## src/rtl/can_destuffer.sv

```systemverilog
module can_destuffer #(
  parameter int CNT_W   = 8,
  parameter int RUN_LEN = 5
) (
  input  logic             clk,
  input  logic             rst_n,
  input  logic             frame_start,
  input  logic             stuff_en,
  input  logic             in_valid,
  input  logic             in_bit,
  output logic             out_valid,
  output logic             out_bit,
  output logic [CNT_W-1:0] out_index,
  output logic [CNT_W-1:0] raw_count,
  output logic             stuff_bit,
  output logic             stuff_error
);
  localparam int RUN_MAX = RUN_LEN + 1;
  localparam int RUN_W   = $clog2(RUN_MAX + 1);

  logic [RUN_W-1:0] run_q, run_eff, run_nxt;
  logic             last_q;
  logic [CNT_W-1:0] idx_q, raw_q;
  logic             long_run, same;

  assign run_eff   = frame_start ? '0 : run_q;
  assign out_index = frame_start ? '0 : idx_q;
  assign raw_count = frame_start ? '0 : raw_q;

  assign same     = (run_eff != '0) && (in_bit == last_q);
  assign long_run = run_eff >= RUN_W'(RUN_LEN);

  assign stuff_bit   = in_valid & stuff_en & long_run & ~same;
  assign stuff_error = in_valid & stuff_en & long_run & same;
  assign out_valid   = in_valid & ~stuff_bit;
  assign out_bit     = in_bit;

  always_comb begin
    if (!same)                         run_nxt = RUN_W'(1);
    else if (run_eff == RUN_W'(RUN_MAX)) run_nxt = run_eff;
    else                               run_nxt = run_eff + RUN_W'(1);
  end

  always_ff @(posedge clk or negedge rst_n) begin
    if (!rst_n) begin
      run_q  <= '0;
      last_q <= 1'b0;
      idx_q  <= '0;
      raw_q  <= '0;
    end else if (in_valid) begin
      run_q  <= run_nxt;
      last_q <= in_bit;
      raw_q  <= raw_count + CNT_W'(1);
      idx_q  <= stuff_bit ? out_index : out_index + CNT_W'(1);
    end else if (frame_start) begin
      run_q <= '0;
      idx_q <= '0;
      raw_q <= '0;
    end
  end
endmodule

```

## config.mk

```make
export PLATFORM = sky130hd
export DESIGN_NAME = can_destuffer
export DESIGN_NICKNAME = d
export VERILOG_FILES = /design/src/rtl/can_destuffer.sv
export SDC_FILE = /design/constraint.sdc
export NUM_CORES = 1
export LEC_CHECK = 0
export ABC_AREA = 1
export BUFFER_PORTS_ARGS = -buffer_cell sky130_fd_sc_hd__buf_2
export CORE_ASPECT_RATIO = 0.75
export CORE_UTILIZATION = 55
export DETAILED_ROUTE_END_ITERATION = 12
export HOLD_SLACK_MARGIN = 0.12
export PLACE_DENSITY = 0.85
export SLEW_MARGIN = 20
export SYNTH_ARGS = -nofsm -noshare
export SYNTH_HDL_FRONTEND = slang
export SYNTH_SLANG_ARGS = --single-unit
export TNS_END_PERCENT = 100
```

## constraint.sdc

```tcl
create_clock -name clk -period 4.9 [get_ports clk]
set_input_delay 1.47 -clock clk [delete_from_list [all_inputs] [get_ports clk]]
set_output_delay 1.47 -clock clk [all_outputs]
set_load 0.005 [all_outputs]
```

==> impl_metrics.csv <==
group,metric,value,unit
run_status,status,"finished clean",
logic_synthesis,synth_cell_types,27,
power,swShare,24.7,%
timing,worst_slew_pin_slew,0.432,ns
layout,drive_above_1_share,22.8,%
clock_tree,root_buffer,"clkbuf_4",
timing,slew_viol_final,0,
worst_setup_path,path_buf_inv,6,
placement,dp.cells,245,
clock_tree,postCtsHoldBufs,0,
clock_tree,htree_levels,1,
worst_setup_path,arrival,2.91,ns
power,p_sw,88.0,uW
detailed_routing,route.detailed.drc,0,
worst_setup_path,crit_cells,11,
power,p_leak,0.967,nW
global_routing,antenna_found_initial,0,
worst_setup_path,cpMaxStageDelayCell,"a21oi_4",
layout,diodes,0,
detailed_routing,wirelength,2790,um
detailed_routing,viasPerCell,4.82,
die,rows,15,
detailed_routing,drt_iter0_drc,75,
power,ir_worst_vdd,0.170,mV
worst_setup_path,critical_path.max_stage_delay,0.25,ns
layout,final_util,67.1,%
placement,numPortBuffers,25,
power,finalPower,356,uW
clock_tree,cts_made_buffers,3,
clock_tree,cts.sinks,20,
worst_setup_path,path_max_fanout,15,
detailed_routing,wl_met1,1480,um
detailed_routing,routed-wl-met2,1160,um
hold_path,worstHoldEndpoint,"last_q",
worst_setup_path,r2r_end,"idx_q[5]",
logic_synthesis,syn_nets,201,
die,die_x,60.3,um
logic_synthesis,syn_area_per_cell,7.34,um2
global_routing,grt_remaining_overflow,0,
timing,hold_ws,0.525,ns
power,pwr-share-seq,49.5,%
clock_tree,ctsLongestPathBuffers,2,
worst_setup_path,critPathKind,"primary input to output pin",
detailed_routing,routed-wl-met3,141,um
logic_synthesis,synth_warnings,0,
logic_synthesis,synth_area,0.00140,mm2
worst_setup_path,rr_worst_depth,10,
timing,fin_tns_setup,0,ns
placement,gp_congestion,0.904,
die,die_h,45.7,um
worst_setup_path,critPathTopFamily,"buffers and inverters",
global_routing,grt_pass1_vias,971,
worst_setup_path,worstPathCellList,"buf_2 -> inv_6 -> nand2_1 -> inv_1 -> ha_1 -> inv_1 -> a21oi_4 -> nand2_4 -> nand2_4 -> inv_2 -> buf_2",
detailed_routing,dr.pass1.iters,4,
worst_setup_path,start_kind,"primary input",
clock_tree,cts_tree,"built",
layout,fin_cells,249,
power,p_per_area,226,mW/mm2
power,combPwrFrac,12.5,%
worst_setup_path,r2r_slack,3.32,ns
detailed_routing,vias,1200,
clock_tree,post_cts_buffers,0,
die,core_area,0.00235,mm2
timing,fmax,229,MHz
global_routing,grt_util_all_layers,23.2,%
worst_setup_path,worstSetupEndpointType,"output pin",
logic_synthesis,yosys.area.top_type_share,35.7,%
timing,slew_headroom,71.2,%
logic_synthesis,yosys-top-cells-area,"dfrtp_1 36%, nand2_1 19%, inv_1 8.0%, nand3_1 4.6%, xor2_1 4.4%",
hold_path,hp-start,"last_q",
timing,finalClockSkew,0.00770,ns
die,io_pins,26,
layout,syn_to_final_growth,12.3,%
hold_path,min_path_cells,2,
job,cap_violations,0,
logic_synthesis,synth_area_leader_cell,"dfrtp_1",
power,p_int,268,uW
layout,num-nets-final,226,
global_routing,grt_first_pass_wirelength,4570,um
power,p_clk_share,38.0,%
logic_synthesis,syn_inst,191,
die,die_area,0.00276,mm2
worst_setup_path,r2r-start,"run_q[0]",
detailed_routing,wl_per_cell,11.2,um
hold_path,hp-class,"flip-flop to flip-flop",
timing,hold_viol,0,
clock_tree,path_clk_slew,0.12,ns
clock_tree,worstSkewPairLatency,0.31,ns
logic_synthesis,yosysSeqAreaShare,35.7,%
detailed_routing,top_layer,"met4",
global_routing,grt_start_max_net_pins,21,
timing,finalSetupViolations,0,
clock_tree,cts_resized,0,
die,start_util,59.7,%
timing,finalCritPeriodShare,89.3,%
logic_synthesis,ys_ff_latch,20,
placement,dp_hpwl,2100,um
timing,min_period,4.38,ns
timing,rsz0062_at_grt,"no",
detailed_routing,ant_nets,0,
worst_setup_path,critPathRequiredTime,3.43,ns
[worst reg2reg max path: stages (launching register included)]
cell     delay [ns]
dfrtp_1        0.41
nand2_1        0.12
inv_1          0.10
ha_1           0.15
inv_1          0.06
a21oi_4        0.25
nand2_4        0.14
nand2_1        0.09
nand2_1        0.05
nand2_1        0.06
nand2_1        0.06
[stage by stage]
step                      setup slack (ns)  instance area (um2)
after floorplan                      0.834                 1400
after global placement               0.614                 1520
after detailed placement             0.554                 1520
after CTS                            0.532                 1570
after global routing                 0.404                 1570
final                                0.525                 1570
[synth_stat cells]
master and instances:
nand2_1 70, inv_1 30, dfrtp_1 20, nand3_1 13, nor2_1 13, xor2_1 7
ha_1 4, nand2_4 4, nor2_2 4, nand2_2 3, xnor2_1 3, buf_2 2
buf_6 2, inv_2 2, nand4_1 2, a21oi_1 1, a21oi_4 1, a22oi_1 1
buf_4 1, buf_8 1, inv_6 1, nor2_8 1, nor3_4 1, o21ai_0 1
o21ai_2 1, o21ai_4 1, o22ai_1 1
[power by group through the flow]
stage | sequential (mW) | clock [mW] | combinational, mW
2_1_floorplan | 0.179 | 0 | 0.0336
3_3_place_gp | 0.179 | 0 | 0.0435
3_5_place_dp | 0.180 | 0 | 0.0448
4_1_cts | 0.176 | 0.138 | 0.0453
5_1_grt | 0.177 | 0.148 | 0.0506
6_report | 0.176 | 0.136 | 0.0445
[area by class of cell]
class | instances | area (um2)
Clock inverter | 1 | 30.0
Timing Repair Buffer | 26 | 133
Tap cell | 34 | 42.5
Inverter | 33 | 129
Sequential cell | 20 | 500
Fill cell | 209 | 772
Clock buffer | 3 | 22.5
Multi-Input combinational cell | 132 | 717
[how the worst max path moves through the flow]
| stage | slack, ns | from | to |
|---|---|---|---|
| floorplan | 0.83 | frame_start | out_valid |
| global placement | 0.61 | frame_start | out_valid |
| detailed placement | 0.55 | frame_start | out_valid |
| CTS | 0.53 | frame_start | out_valid |
| global route | 0.40 | frame_start | out_valid |
| finish | 0.52 | frame_start | out_valid |
[flip-flops by register name (all words and copies together) (netlist names)]
name	flops
raw_q	8
last_q	1
idx_q	8
run_q	3
[kinds of logic after synthesis]
logic type | share of synthesized area [%]
and+or+nand+nor | 36.7
xor gates and xnor gates | 6.25
buffers and inverters | 13.1
adders and majority gates | 3.57
DFF | 35.7
AOI/OAI and AO/OA | 4.64
[layout by cell type, fill, tap and decap left out]
cell        n
nand3_1    13
inv_2       2
o21ai_4     1
buf_4       1
clkbuf_4    3
o21ai_0     1
bufinv_16   1
nand2_1    70
inv_6       1
nor3_4      1
a21oi_4     1
dfrtp_1    20
xor2_1      7
nor2_2      4
nor2_8      1
a22oi_1     1
nand2_4     4
o22ai_1     1
inv_1      30
nand4_1     2
ha_1        4
nand2_2     3
a21oi_1     1
nor2_1     13
xnor2_1     3
buf_2      25
o21ai_2     1
[metal layers]
layer | global-route usage [%] | vias to the layer above
li1 | - | 623
met5 | 0 | -
met1 | 36.2 | 539
met3 | 6.25 | 2
met2 | 32.1 | 36
met4 | 4.19 | 0
Power figures use the tool's default switching activity.
